`src/rtl/seg_pkg.sv`:
```
package seg_pkg;

  localparam int DIGITS = 4;
  localparam int SEL_W  = $clog2(DIGITS);

  typedef logic [6:0] segVec_t;

  typedef struct packed {
    logic             load;
    logic             failMode;
    logic [SEL_W-1:0] digitSel;
  } dispStrobe_t;

  localparam segVec_t SEG_BLANK = 7'b1111111;

  function automatic segVec_t hexGlyph(input logic [3:0] v);
    segVec_t g;
    case (v)
      4'h0: g = 7'b1000000;
      4'h1: g = 7'b1111001;
      4'h2: g = 7'b0100100;
      4'h3: g = 7'b0110000;
      4'h4: g = 7'b0011001;
      4'h5: g = 7'b0010010;
      4'h6: g = 7'b0000010;
      4'h7: g = 7'b1111000;
      4'h8: g = 7'b0000000;
      4'h9: g = 7'b0010000;
      4'hA: g = 7'b0001000;
      4'hB: g = 7'b0000011;
      4'hC: g = 7'b1000110;
      4'hD: g = 7'b0100001;
      4'hE: g = 7'b0000110;
      default: g = 7'b0001110;
    endcase
    return g;
  endfunction

  function automatic segVec_t wordGlyph(input logic [SEL_W-1:0] pos);
    segVec_t g;
    case (pos)
      2'd0: g = 7'b0001110;
      2'd1: g = 7'b0001000;
      2'd2: g = 7'b1111001;
      default: g = 7'b1000111;
    endcase
    return g;
  endfunction

endpackage

```
`src/rtl/seg_tick_div.sv`:
```
module seg_tick_div #(
  parameter int TICK_DIV = 100000
) (
  input  logic clk,
  input  logic rst,
  output logic tick
);
  localparam int CW = (TICK_DIV > 1) ? $clog2(TICK_DIV) : 1;
  localparam logic [CW-1:0] LAST = CW'(TICK_DIV - 1);

  logic [CW-1:0] divCnt;

  assign tick = (divCnt == LAST);

  always_ff @(posedge clk) begin
    if (rst) begin
      divCnt <= '0;
    end else if (tick) begin
      divCnt <= '0;
    end else begin
      divCnt <= divCnt + 1'b1;
    end
  end
endmodule

```
`src/rtl/seg_scan_ctrl.sv`:
```
module seg_scan_ctrl
  import seg_pkg::*;
(
  input  logic        clk,
  input  logic        rst,
  input  logic        tick,
  input  logic        failFlag,
  output dispStrobe_t strobe
);
  logic [SEL_W-1:0] scanIdx;

  always_comb begin
    strobe.load     = tick;
    strobe.failMode = failFlag;
    strobe.digitSel = scanIdx;
  end

  // Fail mode advances the position; normal mode holds it at the
  // leftmost digit so the next entry into fail mode starts there.
  always_ff @(posedge clk) begin
    if (rst) begin
      scanIdx <= '0;
    end else if (tick) begin
      if (failFlag) begin
        scanIdx <= scanIdx + 1'b1;
      end else begin
        scanIdx <= '0;
      end
    end
  end
endmodule

```
`src/rtl/seg_glyph_path.sv`:
```
module seg_glyph_path
  import seg_pkg::*;
(
  input  logic              clk,
  input  logic              rst,
  input  dispStrobe_t       strobe,
  input  logic [3:0]        binIn,
  output segVec_t           segOut,
  output logic [DIGITS-1:0] digitEnN
);
  logic [DIGITS-1:0] scanEnN;
  logic [DIGITS-1:0] singleEnN;
  segVec_t           nextSeg;
  logic [DIGITS-1:0] nextEn;

  // Digit position 0 is the leftmost digit on the top enable bit.
  for (genvar i = 0; i < DIGITS; i++) begin : g_enDecode
    assign scanEnN[DIGITS-1-i]   = (strobe.digitSel != SEL_W'(i));
    assign singleEnN[DIGITS-1-i] = (i != 0);
  end

  always_comb begin
    if (strobe.failMode) begin
      nextSeg = wordGlyph(strobe.digitSel);
      nextEn  = scanEnN;
    end else begin
      nextSeg = hexGlyph(binIn);
      nextEn  = singleEnN;
    end
  end

  always_ff @(posedge clk) begin
    if (rst) begin
      segOut   <= SEG_BLANK;
      digitEnN <= '1;
    end else if (strobe.load) begin
      segOut   <= nextSeg;
      digitEnN <= nextEn;
    end
  end
endmodule

```
`src/rtl/seg_dual_display.sv`:
```
module seg_dual_display
  import seg_pkg::*;
#(
  parameter int TICK_DIV = 100000
) (
  input  logic       clk,
  input  logic       rst,
  input  logic       failFlag,
  input  logic [3:0] binIn,
  output logic [6:0] segOut,
  output logic [3:0] digitEnN
);
  logic        scanTick;
  dispStrobe_t strobe;

  seg_tick_div #(.TICK_DIV(TICK_DIV)) div_i (
    .clk  (clk),
    .rst  (rst),
    .tick (scanTick)
  );

  seg_scan_ctrl ctrl_i (
    .clk      (clk),
    .rst      (rst),
    .tick     (scanTick),
    .failFlag (failFlag),
    .strobe   (strobe)
  );

  seg_glyph_path path_i (
    .clk      (clk),
    .rst      (rst),
    .strobe   (strobe),
    .binIn    (binIn),
    .segOut   (segOut),
    .digitEnN (digitEnN)
  );
endmodule

```
`config.mk`:
```
export PLATFORM = sky130hd
export DESIGN_NAME = seg_dual_display
export DESIGN_NICKNAME = d
export VERILOG_FILES = /design/src/rtl/seg_pkg.sv /design/src/rtl/seg_tick_div.sv /design/src/rtl/seg_scan_ctrl.sv /design/src/rtl/seg_glyph_path.sv /design/src/rtl/seg_dual_display.sv
export SDC_FILE = /design/constraint.sdc
export NUM_CORES = 1
export LEC_CHECK = 0
export BUFFER_PORTS_ARGS = -buffer_cell sky130_fd_sc_hd__buf_2
export CAP_MARGIN = 10
export CELL_PAD_IN_SITES_DETAIL_PLACEMENT = 2
export CELL_PAD_IN_SITES_GLOBAL_PLACEMENT = 2
export CORE_UTILIZATION = 38
export DETAILED_ROUTE_END_ITERATION = 8
export PLACE_DENSITY_LB_ADDON = 0.12
export REMOVE_ABC_BUFFERS = 1
export SYNTH_ARGS = -nofsm -noshare
export SYNTH_HDL_FRONTEND = slang
export SYNTH_SLANG_ARGS = --single-unit
```
`constraint.sdc`:
```
create_clock -name clk -period 3.3 [get_ports clk]
set_clock_uncertainty 0.05 [all_clocks]
set_input_delay 0.99 -clock clk [delete_from_list [all_inputs] [get_ports clk]]
set_output_delay 0.99 -clock clk [all_outputs]
set_load 0.02 [all_outputs]
```
==> results of run 1 <==
==> cell usage in the layout, fill, tap and decap left out, types with 7 or more instances in the layout <==
cell type,n
nand3_1,8
dfxtp_1,30
xnor2_1,12
nand2_1,9
buf_2,17
nor2_1,29
ha_1,13
inv_1,11
nor3_1,7
==> layout make-up <==
cell class	instances	share of cell area
clock buffers	7	0.0460
flip-flops and latches	30	0.320
multi-input cells	141	0.523
well taps	50	0.0333
inverters	11	0.0220
repair buffers	19	0.0533
clock inverters	1	0.00266
==> logic make-up (layout without fill, tap and decap cells) <==
| logic type | count (synthesis) | in the layout | share of synthesized area |
|---|---|---|---|
| and+or+nand+nor | 81 | 81 | 0.251 |
| adders and majority gates | 13 | 13 | 0.0969 |
| AOI/OAI and AO/OA | 29 | 29 | 0.140 |
| muxes | 3 | 3 | 0.0186 |
| buffers and inverters | 21 | 38 | 0.0574 |
| DFF | 30 | 30 | 0.358 |
| xor gates and xnor gates | 15 | 15 | 0.0782 |
==> synth_stat cells, drive strengths merged <==
cell | count | area, sq um
a2111oi | 2 | 36.3
a21oi | 6 | 30.0
mux2 | 1 | 11.3
or4 | 3 | 30.0
and3 | 3 | 18.8
o41ai | 1 | 8.76
xor2 | 3 | 26.3
nor3 | 7 | 35.0
nand2 | 9 | 33.8
buf | 4 | 32.5
or2 | 1 | 6.26
a221oi | 1 | 15.0
dfxtp | 30 | 601
nand2b | 4 | 25.0
o31ai | 1 | 7.51
nor4 | 5 | 37.5
nor2b | 2 | 12.5
a31oi | 3 | 18.8
a211o | 4 | 35.0
a22oi | 1 | 7.51
o311ai | 1 | 8.76
o21bai | 3 | 22.5
clkbuf | 6 | 22.5
mux2i | 2 | 20.0
o21ai | 2 | 10.0
nand3 | 8 | 40.0
nor3b | 2 | 15.0
or4b | 1 | 13.8
inv | 11 | 41.3
a211oi | 2 | 15.0
nand3b | 1 | 7.51
nor2 | 29 | 109
o32a | 2 | 20.0
nand4 | 6 | 37.5
ha | 13 | 163
xnor2 | 12 | 105
==> path summary, 6_finish.rpt <==
kind | startpoint | endpoint | depth (start not counted) | slack, ns
setup / recovery | div_i.divCnt[11]$_SDFF_PP0_ | div_i.divCnt[6]$_SDFF_PP0_ | 4 | 0.93
hold / removal | path_i.segOut[5]$_SDFFE_PP1N_ | path_i.segOut[5]$_SDFFE_PP1N_ | 1 | 0.43
setup reg to reg | div_i.divCnt[11]$_SDFF_PP0_ | div_i.divCnt[6]$_SDFF_PP0_ | 4 | 0.93
hold reg to reg | path_i.segOut[5]$_SDFFE_PP1N_ | path_i.segOut[5]$_SDFFE_PP1N_ | 1 | 0.43
==> state kept, by name (all words and copies together), names as in the netlist <==
register / flops
ctrl_i.scanIdx: 2
div_i.divCnt: 17
path_i.digitEnN: 4
path_i.segOut: 7
==> layer usage <==
metal,wire length (um),GRT usage,up-vias
li1,-,-,703
met1,1970,0.243,716
met2,2440,0.412,21
met3,148,0.0533,9
met4,83,0.0781,0
met5,0,0,-
==> power by group through the flow <==
stage          logic (mW)  registers (mW)  clock network, mW
4_1_cts            0.0565           0.369              0.318
3_5_place_dp       0.0552           0.378                  0
5_1_grt            0.0618           0.370              0.337
3_3_place_gp       0.0514           0.377                  0
2_1_floorplan      0.0300           0.376                  0
6_report           0.0553           0.369              0.311
==> per-stage QoR <==
stage	worst slack [ns]	instances	util	instance area, sq um
floorplan	1.13	182	-	1620
global placement	0.949	251	0.434	1790
detailed placement	0.742	251	0.434	1790
CTS	0.897	259	0.456	1880
global route	0.782	259	0.456	1880
finish	0.934	259	0.456	1880
==> results.yml, run 1 <==
run_status:
  outcome: "finished, final reports clean"
clocking:
  cts-root-to-sink-buffers: 2
  clock_latency_ns: 0.29
  tritoncts: "done"
  ctsRootBufferMaster: "clkbuf_8"
  count_of_instances_resized_after_the_clock_tree_is_built: 0
  cts_made_buffers: 5
  clock_sinks: 30
  h_tree_levels: 2
  hold_fix_buffer_count_after_cts: 0
  number_of_buffers_added_for_setup_after_cts: 0
  worst_setup_hold_path_clk_slew_ns: 0.07
worst_setup_path:
  critPathLaunchType: "flip-flop"
  worstPathMaxFanout: 15
  cp_top_family: "simple AND/OR/NAND/NOR gates"
  required_ns: 3.40
  criticalPathCategory: "reg2reg"
  critical_path.max_stage_delay_ns: 0.65
  critPathArrivalTime_ns: 2.46
  path_cells: "or4b_4 -> or4_4 -> nand2b_1 -> nor2_1"
  crit_path_top_delay_cell: "or4_4"
  cp_num_buf_inv: 0
  cp-end-kind: "flip-flop"
detailed_routing:
  detail_route.wirelength_mm: 4.64
  ant_nets: 0
  number_of_vias_after_detailed_routing: 1449
  vias_per_cell: 5.59
  detail_route.first_pass.iterations: 4
  initialDrtViolationCount: 52
  drt_drc_violations_left: 0
  detail_route.wl_per_cell_um: 17.9
yosys:
  synth_area_sq_um: 1680
  number_of_synthesized_register_bits: 30
  yosys.cell_types.count: 40
  synth.yosys.seq_area_share: 0.358
  ys.warnings.count: 0
  synth.avg_cell_area_sq_um: 8.75
  synthesis.instances: 192
global_route:
  grt_overall_usage: 0.223
  grt_max_degree: 20
  globalRouteOverflowTotal: 0
  antenna_found_initial: 0
  number_of_global_route_vias_before_repair: 1518
  grt_pass1_wl_mm: 7.51
layout:
  inserted_diodes: 0
  layout-area-overhead-vs-synth_pct: 11.8
  layout_cell_share_with_drive_strength_beyond_1: 0.163
  multi_input_comb_area_sq_um: 982
  fill_cells: 473
  seqCellArea_sq_um: 601
  final_net_count: 228
floorplanning:
  die_y_um: 68.5
  initial_utilization: 0.408
  design.die.area_sq_um: 4690
  io_pins: 18
  rows: 23
  core_area_sq_um: 4120
  fp.dieW_um: 68.5
place:
  buffer_ports.inserted: 17
  hpwl_mm: 3.11
  globalplace.congestion: 0.813
sta:
  fin_crit_ns: 2.37
  hold_violations: 0
  fin_tns_setup_ns: 0
  fmax_mhz: 423
  setup-violations-final: 0
  fin_hold_ws_ns: 0.427
  slew-limit-headroom: 0.606
  fin_crit_sh: 0.717
  worst-slew-pin-transition_ns: 0.576
  rsz0062_at_grt: "false"
  timing.final.max_slew_violations: 0
pwr:
  peakVddDrop_mv: 0.217
  switching_share: 0.250
  power_frac_clock: 0.423
  power.leakage_nw: 0.687
  switching_power_uw: 184
  power.density_cell_area_nw_per_um2: 392
  share_comb_of_total_power: 0.075
  p_int_uw: 552
  seq_power_share: 0.502
  power.total_uw: 736
worst_hold_path:
  min-delay-path-class: "reg2reg"
run:
  max-cap-violations: 0
(Power assumes the default switching activity.)
==> inputs of run 2 (changes only) <==
--- a/config.mk
+++ b/config.mk
@@ -9,7 +9,7 @@
 export CAP_MARGIN = 10
 export CELL_PAD_IN_SITES_DETAIL_PLACEMENT = 2
 export CELL_PAD_IN_SITES_GLOBAL_PLACEMENT = 2
-export CORE_UTILIZATION = 38
+export CORE_UTILIZATION = 32
 export DETAILED_ROUTE_END_ITERATION = 8
 export PLACE_DENSITY_LB_ADDON = 0.12
 export REMOVE_ABC_BUFFERS = 1
==> constraint.sdc (replaced) <==
create_clock -name clk -period 1.9 [get_ports clk]
set_clock_uncertainty 0.05 [all_clocks]
set_input_delay 0.57 -clock clk [delete_from_list [all_inputs] [get_ports clk]]
set_output_delay 0.57 -clock clk [all_outputs]
set_load 0.02 [all_outputs]
==> run 2 against run 1 <==
Compared with the run above:
- the run now ends with setup timing left
- cell count increased by 19%
- critical path depth grew 1
- largest power group unchanged
- sequential power grew 73%
- non-clock buffer count grew 30
- highest routed layer unchanged
- worst setup slack got worse by 1.1 ns
==> results.yml, run 2 (synthesis results as in run 1) <==
clocking:
  cts-root-to-sink-buffers: 2
  cts_made_buffers: 5
  tritoncts: "done"
  clock_latency_ns: 0.29
  ctsRootBufferMaster: "clkbuf_8"
  h_tree_levels: 2
  worst_setup_hold_path_clk_slew_ns: 0.07
  hold_fix_buffer_count_after_cts: 0
  clock_sinks: 30
floorplanning:
  design.die.area_sq_um: 5540
  core_area_sq_um: 4880
  initial_utilization: 0.344
  die_y_um: 74.4
  fp.dieW_um: 74.4
  rows: 25
  io_pins: 18
detailed_routing:
  drt_drc_violations_left: 0
  detail_route.wirelength_mm: 5.47
  ant_nets: 0
  detail_route.wl_per_cell_um: 17.8
  number_of_vias_after_detailed_routing: 1571
  detail_route.first_pass.iterations: 3
  initialDrtViolationCount: 37
  vias_per_cell: 5.12
global_route:
  grt_pass1_wl_mm: 8.30
  number_of_global_route_vias_before_repair: 1677
  grt_max_degree: 20
  grt_overall_usage: 0.203
  antenna_found_initial: 0
  globalRouteOverflowTotal: 0
worst_hold_path:
  min_from: "path_i.digitEnN[3]$_SDFFE_PP1N_"
  min-delay-path-class: "reg2reg"
  hold-path-endpoint: "path_i.digitEnN[3]$_SDFFE_PP1N_"
  timing.hold.worst_path_depth: 1
worst_setup_path:
  crit_cells: 5
  ff2ff_path_depth: 5
  r2r-start: "div_i.divCnt[11]$_SDFF_PP0_"
  r2r_end: "div_i.divCnt[16]$_SDFF_PP0_"
  critical_path.max_stage_delay_ns: 0.65
  cp_num_buf_inv: 1
  required_ns: 2.02
  criticalPathCategory: "reg2reg"
  critPathArrivalTime_ns: 2.16
  ff2ff_setup_slack_ns: -0.13
  critPathLaunchType: "flip-flop"
  crit_path_top_delay_cell: "or4_4"
  worstPathMaxFanout: 7
  cp-end-kind: "flip-flop"
  cp_top_family: "simple AND/OR/NAND/NOR gates"
  path_cells: "or4b_4 -> or4_4 -> nand2b_4 -> clkbuf_16 -> nor2_2"
place:
  hpwl_mm: 3.55
  buffer_ports.inserted: 17
  globalplace.congestion: 0.739
  postPlaceCellArea_sq_um: 1990
run:
  max-cap-violations: 0
sta:
  fin_tns_setup_ns: -2.30
  hold_violations: 0
  rsz0062_at_grt: "true"
  worst-slew-pin-transition_ns: 0.547
  slew-limit-headroom: 0.626
  final_critical_path_setup_slack_ns: -0.134
  fin_crit_ns: 2.03
  fmax_mhz: 492
  fin_crit_sh: 1.07
  timing.final.max_slew_violations: 0
  setup-violations-final: 24
pwr:
  share_comb_of_total_power: 0.104
  power.density_cell_area_nw_per_um2: 588
  power.total_mw: 1.32
  switching_share: 0.256
  switching_power_uw: 339
  power_frac_clock: 0.415
  p_int_uw: 985
  peakVddDrop_mv: 0.373
  power.leakage_nw: 0.855
  seq_power_share: 0.481
layout:
  layout-area-overhead-vs-synth_pct: 34.1
  max_flop_register: "div_i.divCnt"
  largestRegisters: "div_i.divCnt: 17 flops, path_i.segOut: 7 flops, path_i.digitEnN: 4 flops"
  inserted_diodes: 0
  largest_reg_flops: 17
  most-common-layout-cells: "buf_4, dfxtp_1, nor2_1, buf_2"
  final_net_count: 259
  fin_area_sq_um: 2250
  postLayoutCoreUtil: 0.461
  layout_cell_share_with_drive_strength_beyond_1: 0.338
  most_common_cell_after_layout_fill_and_taps_aside: "buf_4"
run_status:
  outcome: "complete, but fails checks"
  failed_checks: "setup timing"
## run 2: cell types whose count changed in the layout (fill, tap and decap cells not counted), sizes merged
cell	delta
clkbuf	+1
or4	+1
buf	+29
## run 2: worst max-delay path by stage
| stage | startpoint | end | slack (ns) |
|---|---|---|---|
| after floorplan | div_i.divCnt[11]$_SDFF_PP0_ | path_i.segOut[0]$_SDFFE_PP1N_ | -0.27 |
| after global placement | div_i.divCnt[11]$_SDFF_PP0_ | div_i.divCnt[15]$_SDFF_PP0_ | -0.09 |
| after detailed placement | binIn[1] | path_i.segOut[0]$_SDFFE_PP1N_ | -0.17 |
| after CTS | div_i.divCnt[6]$_SDFF_PP0_ | path_i.segOut[2]$_SDFFE_PP1N_ | -0.11 |
| after global routing | div_i.divCnt[5]$_SDFF_PP0_ | path_i.segOut[0]$_SDFFE_PP1N_ | -0.20 |
| final | div_i.divCnt[11]$_SDFF_PP0_ | div_i.divCnt[16]$_SDFF_PP0_ | -0.13 |
## run 2: layout make-up
cell class / instances / area, sq um
Sequential cell: 30 / 603
Tap cell: 67 / 83.8
Fill cell: 550 / 2630
Multi-Input combinational cell: 142 / 1070
Timing Repair Buffer: 49 / 359
Clock buffer: 7 / 86.3
Inverter: 11 / 41.3
Clock inverter: 1 / 5.00
## run 2: power groups by stage
stage               clock, mW  sequential, mW  combinational, mW
floorplan                   0           0.654             0.0521
global placement            0           0.651              0.115
detailed placement          0           0.652              0.121
CTS                     0.563           0.637              0.124
global route            0.592           0.638              0.151
finish                  0.549           0.637              0.137
## run 2: per-stage QoR
| stage | worst slack [ns] | cells | hold slack [ns] |
|---|---|---|---|
| 2_1_floorplan | -0.265 | 182 | 0.391 |
| 3_3_place_gp | -0.0880 | 290 | 0.399 |
| 6_report | -0.134 | 307 | 0.418 |
| 5_1_grt | -0.203 | 307 | 0.448 |
| 3_5_place_dp | -0.173 | 290 | 0.403 |
| 4_1_cts | -0.114 | 303 | 0.419 |
## run 2: timing repair
| action | in CTS | in global routing |
|---|---|---|
| gates cloned | 1 | 2 |
| gates resized for setup | 4 | 21 |
| pin swaps | 5 | 12 |
| buffers inserted | 4 | 2 |
| endpoints found under the hold margin | 0 | 0 |
| endpoints found under the setup margin | 25 | 28 |
## run 2: per-layer routing
layer | vias to the layer above | wire (um) | track usage
met3 | 6 | 107 | 0.0407
li1 | 766 | - | -
met1 | 781 | 2180 | 0.214
met2 | 18 | 3130 | 0.393
met5 | - | 0 | 0
met4 | 0 | 62 | 0.0755
==> inputs of run 3 (changes only) <==
--- a/config.mk
+++ b/config.mk
@@ -11,7 +11,7 @@
 export CELL_PAD_IN_SITES_GLOBAL_PLACEMENT = 2
 export CORE_UTILIZATION = 32
 export DETAILED_ROUTE_END_ITERATION = 8
-export PLACE_DENSITY_LB_ADDON = 0.12
+export PLACE_DENSITY = 0.78
 export REMOVE_ABC_BUFFERS = 1
 export SYNTH_ARGS = -nofsm -noshare
 export SYNTH_HDL_FRONTEND = slang
==> run 3 against run 2 <==
Compared with the run above:
- count of clock-buffer cells in the layout is 2 lower
- critical path type unchanged
- sequential power hardly changed
- die area stayed put
- largest power group is now clock
- design area is 1.7% higher
- cell count is 0.65% higher
- via count is 1.5% higher
- critical path depth is 1 higher
- first-iteration DRC count is 38% higher
- core utilization is 0.77 points higher
- the run still ends with setup timing left
- hold slack better by 0.035 ns
- routed wire length is 13% higher
==> results.yml, run 3 (synthesis results as in run 1) <==
run_status:
  outcome: "complete, but fails checks"
  failed_checks: "setup timing"
global_route:
  globalRouteOverflowTotal: 0
  grt_overall_usage: 0.245
  number_of_global_route_vias_before_repair: 1806
  grt_pass1_wl_mm: 9.63
  grt_max_degree: 20
  antenna_found_initial: 0
floorplanning:
  design.die.area_sq_um: 5540
  io_pins: 18
  fp.dieW_um: 74.4
  initial_utilization: 0.344
  die_y_um: 74.4
  core_area_sq_um: 4880
  rows: 25
worst_setup_path:
  r2r_end: "div_i.divCnt[11]$_SDFF_PP0_"
  path_cells: "or4b_4 -> or4_4 -> buf_6 -> nand2b_4 -> buf_12 -> nor2_2"
  critPathArrivalTime_ns: 2.19
  cp-end-kind: "flip-flop"
  required_ns: 2.02
  ff2ff_path_depth: 6
  criticalPathCategory: "reg2reg"
  ff2ff_setup_slack_ns: -0.17
  setup.worst_path.start: "div_i.divCnt[8]$_SDFF_PP0_"
  r2r-start: "div_i.divCnt[8]$_SDFF_PP0_"
  worstPathMaxFanout: 8
  crit_path_top_delay_cell: "or4_4"
  critical_path.max_stage_delay_ns: 0.58
  critPathLaunchType: "flip-flop"
pwr:
  power.density_cell_area_nw_per_um2: 635
  share_comb_of_total_power: 0.104
  p_int_mw: 1.08
  seq_power_share: 0.439
  power_frac_clock: 0.457
  switching_share: 0.256
  peakVddDrop_mv: 0.288
  power.total_mw: 1.45
  switching_power_uw: 372
  power.leakage_nw: 0.885
layout:
  largestRegisters: "div_i.divCnt: 17 flops, path_i.segOut: 7 flops, path_i.digitEnN: 4 flops"
  layout-area-overhead-vs-synth_pct: 36.3
  final_net_count: 261
  layout_cell_share_with_drive_strength_beyond_1: 0.355
  most-common-layout-cells: "buf_4, dfxtp_1, nor2_1, buf_2"
  inserted_diodes: 0
  largest_reg_flops: 17
  most_common_cell_after_layout_fill_and_taps_aside: "buf_4"
  max_flop_register: "div_i.divCnt"
  layout.cells.non_filler: 309
detailed_routing:
  vias_per_cell: 5.16
  detail_route.wl_per_cell_um: 20.0
  number_of_vias_after_detailed_routing: 1594
  drt_drc_violations_left: 0
  detail_route.first_pass.iterations: 4
  initialDrtViolationCount: 51
  detail_route.wirelength_mm: 6.19
  ant_nets: 0
worst_hold_path:
  min_from: "path_i.segOut[4]$_SDFFE_PP1N_"
  timing.hold.worst_path_depth: 2
  hold-path-endpoint: "path_i.segOut[4]$_SDFFE_PP1N_"
  min-delay-path-class: "reg2reg"
clocking:
  h_tree_levels: 2
  cts_made_buffers: 5
  clock_sinks: 30
  ctsRootBufferMaster: "clkbuf_8"
  worst_setup_hold_path_clk_slew_ns: 0.07
  cts-root-to-sink-buffers: 2
  tritoncts: "done"
  clock_latency_ns: 0.30
sta:
  setup-violations-final: 25
  fin_crit_ns: 2.07
  fin_crit_sh: 1.09
  fin_hold_ws_ns: 0.453
  rsz0062_at_grt: "true"
  worst-slew-pin-transition_ns: 0.464
  slew-limit-headroom: 0.683
  fin_tns_setup_ns: -3.21
  hold_violations: 0
  fmax_mhz: 484
  final_critical_path_setup_slack_ns: -0.165
  timing.final.max_slew_violations: 0
run:
  max-cap-violations: 0
place:
  hpwl_mm: 3.82
  numPlacedInstances: 292
  buffer_ports.inserted: 17
  globalplace.congestion: 0.828
==> run 3: cell count changes in the layout (fill, tap and decap cells not counted), moves of 2 or more <==
| cell | change |
|---|---|
| and3_1 | +2 |
| and3_4 | -2 |
| nor2_1 | -2 |
| buf_6 | +3 |
==> run 3: worst max-delay path: cells and delay by family (launching register included) <==
family | cells | cell delay [ns]
flops | 1 | 0.31
simple gates | 4 | 1.29
buf+inv | 2 | 0.30
==> run 3: repair_timing <==
action,in CTS,in global routing
cloned,2,0
buffers inserted,7,0
endpoints found under the setup margin,24,28
pin swaps,11,8
hold buffers,0,0
gates resized for setup,19,13
endpoints found under the hold margin,0,0
==> run 3: worst max path at each step <==
stage | to | slack (ns)
2_1_floorplan | path_i.segOut[0]$_SDFFE_PP1N_ | -0.27
3_3_place_gp | path_i.segOut[1]$_SDFFE_PP1N_ | -0.09
3_5_place_dp | path_i.segOut[1]$_SDFFE_PP1N_ | -0.15
4_1_cts | div_i.divCnt[16]$_SDFF_PP0_ | -0.11
5_1_grt | div_i.divCnt[11]$_SDFF_PP0_ | -0.20
6_report | div_i.divCnt[11]$_SDFF_PP0_ | -0.17
==> run 3: area by class of cell <==
cell class,instances,area [sq um]
clock buffer,5,68.8
inverter,11,41.3
multi-input combinational,141,1050
timing repair buffer,52,395
fill,542,2590
sequential,30,604
clock inverter,3,40.0
tap,67,83.8
==> run 3: power by group through the flow <==
stage / registers (mW) / logic, mW / clock network [mW]
finish: 0.637 / 0.151 / 0.665
global route: 0.638 / 0.164 / 0.705
CTS: 0.637 / 0.142 / 0.663
detailed placement: 0.652 / 0.126 / 0
global placement: 0.651 / 0.114 / 0
floorplan: 0.654 / 0.0521 / 0
==> run 3: routing by layer <==
metal	global-route usage	wire, um	up-vias
met3	0.0596	140	8
met4	0.0692	89	0
met2	0.472	3440	22
met1	0.262	2520	799
li1	-	-	765
met5	0	0	-
==> run 3: stage by stage <==
| stage | setup slack (ns) | cell area (sq um) | utilization |
|---|---|---|---|
| global placement | -0.0853 | 2000 | 0.410 |
| detailed placement | -0.151 | 2000 | 0.410 |
| global route | -0.202 | 2290 | 0.469 |
| floorplan | -0.265 | 1620 | - |
| CTS | -0.114 | 2250 | 0.461 |
| finish | -0.165 | 2290 | 0.469 |
